`src/rtl/irq_resolver_pkg.sv`:
```
package irq_resolver_pkg;
  localparam int LANES  = 32;
  localparam int PRIO_W = 5;
  localparam int LINE_W = 7;

  typedef struct packed {
    logic              vld;
    logic [PRIO_W-1:0] prio;
    logic [LINE_W-1:0] line;
  } cand_t;

  // Pick between two candidates; hi covers the higher line numbers and wins ties.
  function automatic cand_t pick(input cand_t lo, input cand_t hi);
    if (hi.vld && (!lo.vld || hi.prio <= lo.prio)) return hi;
    return lo;
  endfunction
endpackage

```
`src/rtl/irq_bank_pick.sv`:
```
module irq_bank_pick
  import irq_resolver_pkg::*;
#(
  parameter int BANK_IDX = 0
) (
  input  logic                    class_i,
  input  logic [LANES-1:0]        pend_i,
  input  logic [LANES-1:0]        mask_i,
  input  logic [LANES-1:0]        fast_i,
  input  logic [LANES*PRIO_W-1:0] prio_i,
  output logic [LANES-1:0]        elig_o,
  output cand_t                   best_o
);
  localparam int NODES = 2*LANES - 1;
  localparam int FIRST_LEAF = LANES - 1;

  cand_t node [NODES];

  // Leaves: one candidate per line, in ascending line order.
  for (genvar b = 0; b < LANES; b++) begin : g_leaf
    assign elig_o[b] = pend_i[b] & ~mask_i[b] & (fast_i[b] == class_i);
    assign node[FIRST_LEAF+b].vld  = elig_o[b];
    assign node[FIRST_LEAF+b].prio = prio_i[b*PRIO_W +: PRIO_W];
    assign node[FIRST_LEAF+b].line = LINE_W'(BANK_IDX*LANES + b);
  end

  // Balanced tree: right child always spans the higher line numbers.
  for (genvar n = 0; n < FIRST_LEAF; n++) begin : g_node
    assign node[n] = pick(node[2*n+1], node[2*n+2]);
  end

  assign best_o = node[0];
endmodule

```
`src/rtl/irq_bank_merge.sv`:
```
module irq_bank_merge
  import irq_resolver_pkg::*;
#(
  parameter int NBANKS = 3
) (
  input  cand_t bank_i [NBANKS],
  output cand_t win_o
);
  always_comb begin
    win_o = bank_i[0];
    for (int b = 1; b < NBANKS; b++) begin
      win_o = pick(win_o, bank_i[b]);
    end
  end
endmodule

```
`src/rtl/irq_resolver.sv`:
```
module irq_resolver
  import irq_resolver_pkg::*;
#(
  parameter int NBANKS = 3
) (
  input  logic                           clk,
  input  logic                           rst,
  input  logic                           class_i,
  input  logic [NBANKS*LANES-1:0]        pend_i,
  input  logic [NBANKS*LANES-1:0]        mask_i,
  input  logic [NBANKS*LANES-1:0]        fast_i,
  input  logic [NBANKS*LANES*PRIO_W-1:0] prio_i,
  output logic [LINE_W-1:0]              line_o,
  output logic                           valid_o
);
  localparam int NLINES = NBANKS * LANES;
  localparam int BANK_PW = LANES * PRIO_W;

  cand_t                bank_best [NBANKS];
  logic  [NLINES-1:0]   elig_all;
  cand_t                win;

  for (genvar g = 0; g < NBANKS; g++) begin : g_bank
    irq_bank_pick #(.BANK_IDX(g)) i_pick (
      .class_i (class_i),
      .pend_i  (pend_i[g*LANES +: LANES]),
      .mask_i  (mask_i[g*LANES +: LANES]),
      .fast_i  (fast_i[g*LANES +: LANES]),
      .prio_i  (prio_i[g*BANK_PW +: BANK_PW]),
      .elig_o  (elig_all[g*LANES +: LANES]),
      .best_o  (bank_best[g])
    );
  end

  irq_bank_merge #(.NBANKS(NBANKS)) i_merge (
    .bank_i (bank_best),
    .win_o  (win)
  );

  always_ff @(posedge clk) begin
    if (rst) begin
      line_o  <= '0;
      valid_o <= 1'b0;
    end else begin
      valid_o <= win.vld;
      line_o  <= win.vld ? win.line : '0;
    end
  end

  // Combinational checks on the selected candidate against every line.
  always_comb begin
    if (!rst && win.vld) begin

      win_elig_chk: assert (elig_all[win.line]);
      for (int k = 0; k < NLINES; k++) begin
        if (elig_all[k]) begin

          prio_order_chk: assert (prio_i[k*PRIO_W +: PRIO_W] >= win.prio);

          tie_high_chk: assert (prio_i[k*PRIO_W +: PRIO_W] != win.prio || k <= int'(win.line));
        end
      end
    end
  end


  idle_zero_chk: assert property (@(posedge clk) disable iff (rst)
    !valid_o |-> line_o == '0);

  line_range_chk: assert property (@(posedge clk) disable iff (rst)
    valid_o |-> int'(line_o) < NLINES);

  flag_follow_chk: assert property (@(posedge clk) disable iff (rst)
    !$past(rst) |-> valid_o == $past(|elig_all));

  reset_clear_chk: assert property (@(posedge clk) disable iff (rst)
    $past(rst) |-> (!valid_o && line_o == '0));
endmodule

```
`config.mk`:
```
export PLATFORM = sky130hd
export DESIGN_NAME = irq_resolver
export DESIGN_NICKNAME = d
export VERILOG_FILES = /design/src/rtl/irq_resolver_pkg.sv /design/src/rtl/irq_bank_pick.sv /design/src/rtl/irq_bank_merge.sv /design/src/rtl/irq_resolver.sv
export SDC_FILE = /design/constraint.sdc
export NUM_CORES = 1
export LEC_CHECK = 0
export BUFFER_PORTS_ARGS = -buffer_cell sky130_fd_sc_hd__buf_2
export CELL_PAD_IN_SITES_DETAIL_PLACEMENT = 1
export CELL_PAD_IN_SITES_GLOBAL_PLACEMENT = 1
export CORE_AREA = 5 5 297 299
export DETAILED_ROUTE_END_ITERATION = 10
export DIE_AREA = 0 0 302 304
export MAX_ROUTING_LAYER = met4
export PLACE_DENSITY = 0.61
export SETUP_SLACK_MARGIN = 0.2
export SYNTH_ARGS = -nofsm -noshare
export SYNTH_HDL_FRONTEND = slang
export SYNTH_SLANG_ARGS = --single-unit
```
`constraint.sdc`:
```
create_clock -name clk -period 12.7 [get_ports clk]
set_input_delay 1.27 -clock clk [delete_from_list [all_inputs] [get_ports clk]]
set_output_delay 1.27 -clock clk [all_outputs]
set_load 0.01 [all_outputs]
```
Yosys cells after proc, flatten, opt, wreduce, memory -nomap -nowiden
Cells that the tools add are included.
{"block": "op_classes", "reduce_logical": 286, "n_bitwise": 289, "magnitude_cmp": 95, "mux": 285, "n_eq_ne": 96}
{"op": "$mux 13", "count": 190}
{"op": "$le 5x5->1", "count": 95}
{"op": "$and 1x1->1", "count": 192}
{"op": "$not 1->1", "count": 97}
{"op": "$eq 1x1->1", "count": 96}
{"op": "$logic_and 1x1->1", "count": 95}
{"op": "$logic_not 1->1", "count": 95}
{"op": "$logic_or 1x1->1", "count": 95}
{"op": "$mux 1", "count": 95}
{"op": "$reduce_or 2->1", "count": 1}
{"block": "totals", "output_inout_bits": 8, "input_bits": 771, "regBits": 8}

Depth between registers and ports, before layout
Gate-level depths: netlist of the first run.
{"block": "depth", "word_depth": 40, "ltp_mapped": 67, "depth_no_buf": 61}

Hierarchy
From an unflattened synthesis of the first run, not the netlist that was laid out.
{"block": "hier_totals", "hier_cells": 3125, "area_unflattened_um2": 23641.4}
{"mod": "irq_bank_pick at g_bank[2].i_pick", "n_inst": 1, "cells_each": 1011, "seq_area_each_um2": 0.0, "area_each_um2": 7596.0}
{"mod": "irq_bank_pick at g_bank[1].i_pick", "n_inst": 1, "cells_each": 981, "seq_area_each_um2": 0.0, "area_each_um2": 7528.5}
{"mod": "irq_bank_pick at g_bank[0].i_pick", "n_inst": 1, "cells_each": 989, "seq_area_each_um2": 0.0, "area_each_um2": 7412.1}
{"mod": "irq_bank_merge", "n_inst": 1, "cells_each": 128, "seq_area_each_um2": 0.0, "area_each_um2": 877.1}
{"mod": "irq_resolver", "n_inst": 1, "cells_each": 16, "seq_area_each_um2": 160.2, "area_each_um2": 227.7}

Worst setup path after synthesis of the first run
OpenSTA, ideal clock, no wires.
{"block": "synth_path", "kind": "input -> register", "from": "input prio_i[172]", "to": "register line_o[0]", "cell_stages": 61, "path_buffers": 3, "t_required_ns": 12.621, "t_arrival_ns": 12.552, "setup_slack_ns": 0.070, "path_cell_list": "inv_1 ha_1 a211o_1 a221o_1 a21oi_1 mux2i_1 inv_1 ha_1 nand3_1 or2_2 o211ai_1 nand2_1 mux2i_1 inv_1 ha_1 nor2b_1 o21a_1 o211ai_1 [25 not listed] o21ai_0 nand2b_1 a21oi_1 o22a_1 buf_6 and2b_1 a2bb2oi_1 o211ai_1 ha_1 nor2b_1 o21a_1 o21a_1 o21a_1 o22ai_1 nor2_1 or3_4 a41o_1 o221ai_2"}
{"block": "synth_via", "elab_chain_len": 37}
{"item": "start, declared", "line_no": "irq_resolver.sv:12", "rtl": "input logic [NBANKS*LANES*PRIO_W-1:0] prio_i,"}
{"item": "$le 5x5->1", "line_no": "irq_resolver_pkg.sv:14", "rtl": "if (hi.vld && (!lo.vld || hi.prio <= lo.prio)) return hi;"}
{"item": "$logic_or 1x1->1", "line_no": "irq_resolver_pkg.sv:14"}
{"item": "$logic_and 1x1->1", "line_no": "irq_resolver_pkg.sv:14"}
{"item": "$mux 1", "line_no": "irq_resolver_pkg.sv:14"}
{"item": "$mux 13 *", "line_no": "irq_resolver_pkg.sv:15", "rtl": "return lo;"}
{"item": "$le 5x5->1", "line_no": "irq_resolver_pkg.sv:14"}
{"item": "$logic_or 1x1->1", "line_no": "irq_resolver_pkg.sv:14"}
{"item": "$logic_and 1x1->1", "line_no": "irq_resolver_pkg.sv:14"}
{"item": "[21 not listed]"}
{"item": "$mux 13 *", "line_no": "irq_resolver_pkg.sv:15"}
{"item": "$le 5x5->1 / $logic_not 1->1 (equally long branches)", "line_no": "irq_resolver_pkg.sv:14"}
{"item": "$logic_or 1x1->1", "line_no": "irq_resolver_pkg.sv:14"}
{"item": "$logic_and 1x1->1", "line_no": "irq_resolver_pkg.sv:14"}
{"item": "$mux 1", "line_no": "irq_resolver_pkg.sv:14"}
{"item": "$mux 13 *", "line_no": "irq_resolver_pkg.sv:15"}
{"item": "$not 1->1 (no source line)"}
{"item": "$reduce_or 2->1 (no source line)"}
{"item": "end signal, assigned", "line_no": "irq_resolver.sv:46", "rtl": "line_o <= win.vld ? win.line : '0;"}
{"item": "end, declared", "line_no": "irq_resolver.sv:13", "rtl": "output logic [LINE_W-1:0] line_o,"}
Every way passes the cells marked *; elsewhere a longest branch is shown, timed or not. The select of a mux whose other input is x is not followed.
A chain may end at the register's enable or synchronous reset.

Worst setup path in the final report of the first run
{"block": "layout_path", "from": "input prio_i[112]", "to": "register line_o[2]"}
{"block": "layout_via", "elab_chain_len": 37}
{"item": "$le 5x5->1", "line_no": "irq_resolver_pkg.sv:14"}
{"item": "$logic_or 1x1->1", "line_no": "irq_resolver_pkg.sv:14"}
{"item": "$logic_and 1x1->1", "line_no": "irq_resolver_pkg.sv:14"}
{"item": "$mux 1", "line_no": "irq_resolver_pkg.sv:14"}
{"item": "$mux 13 *", "line_no": "irq_resolver_pkg.sv:15"}
{"item": "$le 5x5->1", "line_no": "irq_resolver_pkg.sv:14"}
{"item": "$logic_or 1x1->1", "line_no": "irq_resolver_pkg.sv:14"}
{"item": "$logic_and 1x1->1", "line_no": "irq_resolver_pkg.sv:14"}
{"item": "[21 not listed]"}
{"item": "$mux 13 *", "line_no": "irq_resolver_pkg.sv:15"}
{"item": "$le 5x5->1 / $logic_not 1->1 (equally long branches)", "line_no": "irq_resolver_pkg.sv:14"}
{"item": "$logic_or 1x1->1", "line_no": "irq_resolver_pkg.sv:14"}
{"item": "$logic_and 1x1->1", "line_no": "irq_resolver_pkg.sv:14"}
{"item": "$mux 1", "line_no": "irq_resolver_pkg.sv:14"}
{"item": "$mux 13 *", "line_no": "irq_resolver_pkg.sv:15"}
{"item": "$not 1->1 (no source line)"}
{"item": "$reduce_or 2->1 (no source line)"}
Marks and branches as above.

==> impl_metrics.tcl, run 1 <==
set metrics [dict create \
    status "finished clean" \
    start_util_pct 25.2 \
    route.detailed.drc 0 \
    cts_tree "yes" \
    ys_seq_elements 8 \
    place_area_sq_mm 0.0275 \
    rsz0062_at_grt "false" \
    startpoint "prio_i[112]" \
    powerDensity_mw_per_mm2 96.6 \
    tightest_slew_ns 1.03 \
    port_buffers 778 \
    finalWorstSetupSlack_ns 0.641 \
    synthFlopType "dfxtp_1" \
    layout.nets 4980 \
    fillers 10700 \
    antenna_found_initial 18 \
    fp.dieH_microns 304 \
    max_slew_margin_pct 30.9 \
    placementRows 107 \
    synth_area_per_cell_sq_um 7.69 \
    ir_drop_mv 0.135 \
    synth_area_sq_mm 0.0214 \
    clk_path_buf_depth 2 \
    drive_above_1_share_pct 34.6 \
    yosys-top-cells-count "inv_1, ha_1, mux2i_1" \
    synth_cell_types 94 \
    core-area_sq_mm 0.0849 \
    routed_via_density 4.99 \
    die-area_sq_mm 0.0918 \
    critPathMaxStageDelay_ns 0.54 \
    grt_overflow_total 0 \
    cpMaxStageDelayCell "or4_4" \
    final_cells 4892 \
    firstDrtPassIters 8 \
    drtIter0Drc 684 \
    routabilityCongestion 0.965 \
    synth_top_area_share_pct 27.8 \
    setup.worst_path.start_class "input pin" \
    hp-class "input pin to flip-flop" \
    numCtsBuffers 3 \
    cp_max_fo 5 \
    final_core_util_pct 34.4 \
    fin_crit_ns 12.06 \
    cts_root_buf "clkbuf_16" \
    via_count 24400 \
    async_flop_share_pct 0 \
    setup_viol_count_final 0 \
    synth_most_common_cell "inv_1" \
    dpl.cell_count 4795 \
    hold_viol 0 \
    wl_per_cell_microns 20.8 \
    ant_nets 0 \
    finalMaxSlewViolations 0 \
    seq_area_frac_synth_pct 0.749 \
    io_pins 779 \
    setup.worst_path.end "line_o[2]$_SDFF_PP0_" \
    dp_slack_ns -0.216 \
    required_ns 12.82 \
    track_usage_pct 21.1 \
    path_class "input pin to flip-flop" \
    synth_fp_nets 4028 \
    dp_hpwl_microns 93700 \
    cts.clk_slew.worst_paths_ns 0.04 \
    h-tree-depth 1 \
    area_growth_pct 36.6 \
    cp_top_family "compound AO/OA/AOI/OAI gates" \
    critPathMostFrequentCell "ha_1" \
    grt_pass1_vias 25400 \
    grt_max_degree 23 \
    cp.depth 55 \
    critical_path_buf_inv_count 6 \
    drt_wl_total_microns 102000 \
    leakagePower_nw 15.6 \
    synth_edf_count 0 \
    final_area_sq_mm 0.0292 \
    grt_pass1_wl_microns 149000 \
    endpoint_kind "flip-flop" \
    cp.arrival_ns 12.18 \
    synth_cells 2782 \
    maxCapViolCount 0 \
    synth_area_leader_cell "ha_1" \
    power.total_w 0.00282 \
    die_w_microns 302 \
    finalCritPeriodShare_pct 95.0 \
    holdBufCountCts 0 \
    fmax_mhz 82.9 \
    synthTopCellsByArea "ha_1, mux2i_1, inv_1" \
    clock_sinks 8 \
    yosys_warnings 0 \
]
per-layer routing:
layer / up-vias / part of all wire (%) / track usage [%]
met1: 11700 / 43 / 25.1
met5: - / 0 / -
li1: 12100 / - / -
met4: 0 / 1.8 / 3.56
met2: 534 / 51 / 38.9
met3: 76 / 4.1 / 2.23
cells by family (layout without fill, tap and decap cells):
logic type	after synthesis	in the layout	synth area share, %
muxes	380	380	18.2
AOI/OAI and AO/OA	699	701	24.4
adders and majority gates	475	475	27.8
other	0	16	0
DFF	8	8	0.749
xor gates and xnor gates	96	96	3.97
and+or+nand+nor	594	596	14.9
buffers and inverters	530	1476	9.92
flip-flops by register name, summed over array words and instances, names as in the netlist:
name and cells:
line_o 7, valid_o 1
through the flow:
stage / hold WS [ns] / TNS (ns)
after floorplan: 1.34 / 0
after global placement: 1.56 / 0
after detailed placement: 1.55 / -0.885
after CTS: 1.30 / 0
after global routing: 1.33 / 0
final: 1.32 / 0
placed cells by master (no fill, tap or decap), types with 26 or more instances in the layout:
cell      netlist  layout
nor2_1         92      90
nand3_1        67      65
mux2_2         60      58
a211oi_1       57      51
nand2_1       150     139
a21oi_1       154     138
or2_2          26      26
nor2b_1        61      60
a221o_1        31      31
and4_1         37      36
mux2i_1       318     247
o211ai_1       43      43
buf_4           2     192
inv_1         486     485
o21a_1         40      39
nand2b_1       44      44
buf_2           4     777
mux2i_2         1      46
o21ai_0        82      70
xor2_1         63      63
nand3b_1       26      26
mux2i_4         1      27
xnor2_1        32      31
a211o_1        33      33
o22ai_1        28      26
ha_1          475     472
a21o_1         36      35
repair_timing:
item	4_1_cts	5_1_grt
setup endpoints to repair	6	7
hold endpoints to repair	0	0
gates resized for setup	23	198
gates cloned	0	4
setup buffers	4	70
pin swaps	5	48
power by group:
group	internal (W)	switching [W]
clock network	0.0000407	0.0000131
logic	0.00126	0.00147
registers	0.0000383	0.00000556
total	0.00134	0.00149
how the worst min path moves through the flow:
stage | from | endpoint | cells past startpoint
finish | rst | valid_o$_SDFF_PP0_ | 2
global route | rst | valid_o$_SDFF_PP0_ | 2
CTS | rst | valid_o$_SDFF_PP0_ | 2
detailed placement | rst | valid_o$_SDFF_PP0_ | 2
global placement | rst | valid_o$_SDFF_PP0_ | 2
floorplan | rst | valid_o$_SDFF_PP0_ | 1
final cells by class:
cell class / instances / area, sq um / share of cell area [%]
Antenna cell: 16 / 40.0 / 0.137
Clock buffer: 3 / 75.1 / 0.257
Inverter: 489 / 1840 / 6.28
Multi-Input combinational cell: 2248 / 20100 / 68.9
Sequential cell: 8 / 160 / 0.548
Tap cell: 1144 / 1430 / 4.90
Timing Repair Buffer: 984 / 5540 / 18.9
Note: power is estimated with default switching activity, not from simulation.
==> run 2: changes to the inputs <==
--- a/config.mk
+++ b/config.mk
@@ -8,12 +8,13 @@
 export BUFFER_PORTS_ARGS = -buffer_cell sky130_fd_sc_hd__buf_2
 export CELL_PAD_IN_SITES_DETAIL_PLACEMENT = 1
 export CELL_PAD_IN_SITES_GLOBAL_PLACEMENT = 1
-export CORE_AREA = 5 5 297 299
+export CORE_AREA = 5 5 299 301
 export DETAILED_ROUTE_END_ITERATION = 10
-export DIE_AREA = 0 0 302 304
+export DIE_AREA = 0 0 304 306
 export MAX_ROUTING_LAYER = met4
-export PLACE_DENSITY = 0.61
+export PLACE_DENSITY = 0.64
 export SETUP_SLACK_MARGIN = 0.2
 export SYNTH_ARGS = -nofsm -noshare
 export SYNTH_HDL_FRONTEND = slang
+export SYNTH_HIERARCHICAL = 1
 export SYNTH_SLANG_ARGS = --single-unit
==> impl_metrics.tcl, run 2 <==
set metrics [dict create \
    fillers 11000 \
    powerDensity_mw_per_mm2 114 \
    ir_drop_mv 0.201 \
    hold_viol 0 \
    final_common_cell "buf_2" \
    fin_crit_ns 11.98 \
    holdBufCountCts 0 \
    layout_common_cells "buf_2, ha_1, inv_1" \
    largest_reg_flops 7 \
    cp_max_fo 12 \
    clock_sinks 8 \
    regMostFlops "line_o" \
    final-seq-area_sq_um 160 \
    tightest_slew_ns 0.953 \
    firstDrtPassIters 7 \
    leakagePower_nw 14.9 \
    busiest_layer "met2" \
    wl_per_cell_microns 20.6 \
    grtUsageMet3_pct 3.02 \
    die_w_microns 304 \
    cpMaxStageDelayCell "or3_1" \
    start_util_pct 27.2 \
    core-area_sq_mm 0.0863 \
    placementRows 108 \
    setup_tns_ns 0 \
    route.detailed.drc 0 \
    cts_root_buf "clkbuf_16" \
    antenna_found_initial 27 \
    area_growth_pct 26.8 \
    max_slew_margin_pct 36.3 \
    yosys_warnings 6 \
    finalWorstSetupSlack_ns 0.721 \
    setup.worst_path.start_class "input pin" \
    critPathMostFrequentCell "ha_1" \
    largestRegisters "line_o: 7 flops, valid_o: 1 flops" \
    cp.arrival_ns 12.15 \
    ant_nets 0 \
    port_buffers 778 \
    met2_usage_pct 39.2 \
    h-tree-depth 1 \
    p_sw_w 0.00192 \
    clkPwrFrac_pct 1.5 \
    met1_usage_pct 25.4 \
    power.total_w 0.00341 \
    maxCapViolCount 0 \
    critPathMaxStageDelay_ns 0.41 \
    grt_overflow_total 0 \
    finalCritPeriodShare_pct 94.3 \
    endpoint_kind "flip-flop" \
    clk_path_buf_depth 2 \
    critical_path_buf_inv_count 6 \
    drive_above_1_share_pct 29.5 \
    grt_pass1_wl_microns 158000 \
    cts_tree "yes" \
    drtIter0Drc 1049 \
    multi_input_area_sq_mm 0.0215 \
    fmax_mhz 83.5 \
    status "finished clean" \
    synth_area_per_cell_sq_um 7.59 \
    p_int_w 0.00149 \
    routabilityCongestion 0.924 \
    fp.dieH_microns 306 \
    synth_cells 3097 \
    dpl.cell_count 5049 \
    routed_via_density 5.21 \
    required_ns 12.87 \
    die-area_sq_mm 0.0930 \
    finalMaxSlewViolations 0 \
    grt_max_degree 25 \
    final_core_util_pct 34.5 \
    grt_pass1_vias 27900 \
    path_class "input pin to flip-flop" \
    track_usage_pct 21.6 \
    swShare_pct 56.4 \
    layout.nets 5179 \
    hp-class "input pin to flip-flop" \
    dp_slack_ns -0.241 \
    numCtsBuffers 3 \
    io_pins 779 \
    via_count 26600 \
    final_cells 5110 \
    synth_area_sq_mm 0.0235 \
    cp_top_family "compound AO/OA/AOI/OAI gates" \
    rsz0062_at_grt "false" \
    p_comb_share_pct 97.2 \
    p_seq_share_pct 1.3 \
    setup_viol_count_final 0 \
    cts.clk_slew.worst_paths_ns 0.04 \
    drt_wl_total_microns 105000 \
    dp_hpwl_microns 96600 \
]
-- run 2: per-layer routing --
layer / vias up / share of wire (%)
li1: 13200 / -
met2: 612 / 51
met4: 0 / 2.2
met3: 105 / 4.3
met1: 12700 / 43
met5: - / 0
-- run 2: cell type report --
type                       instances  share of cell area, %
timing repair buffer             889                   16.0
sequential                         8                  0.537
antenna                           24                  0.202
clock buffer                       3                  0.252
inverter                         473                   5.97
tap                             1155                   4.85
multi-input combinational       2558                   72.2
-- run 2: metrics by stage --
step,hold WS [ns],area (sq um)
3_5_place_dp,1.55,29000
4_1_cts,1.31,29200
5_1_grt,1.34,29800
2_1_floorplan,1.34,23500
6_report,1.31,29800
3_3_place_gp,1.54,29000
-- run 2: repair_timing --
| action | in CTS | in global routing |
|---|---|---|
| setup endpoints to repair | 7 | 7 |
| pin swaps | 1 | 24 |
| gates resized for setup | 6 | 88 |
| buffers inserted | 3 | 30 |
| cloned | 0 | 1 |
-- run 2: path summary, 6_finish.rpt --
kind / startpoint / end / cells after the start
max: prio_i[311] / line_o[4]$_SDFF_PP0_ / 53
min: rst / valid_o$_SDFF_PP0_ / 2
-- run 2: power by group through the flow --
stage                      clock, W  combinational [W]  sequential [W]
final                     0.0000515            0.00331       0.0000453
after CTS                 0.0000527            0.00318       0.0000455
after global routing      0.0000537            0.00368       0.0000462
after global placement            0            0.00309       0.0000462
after floorplan                   0            0.00220       0.0000500
after detailed placement          0            0.00315       0.0000460
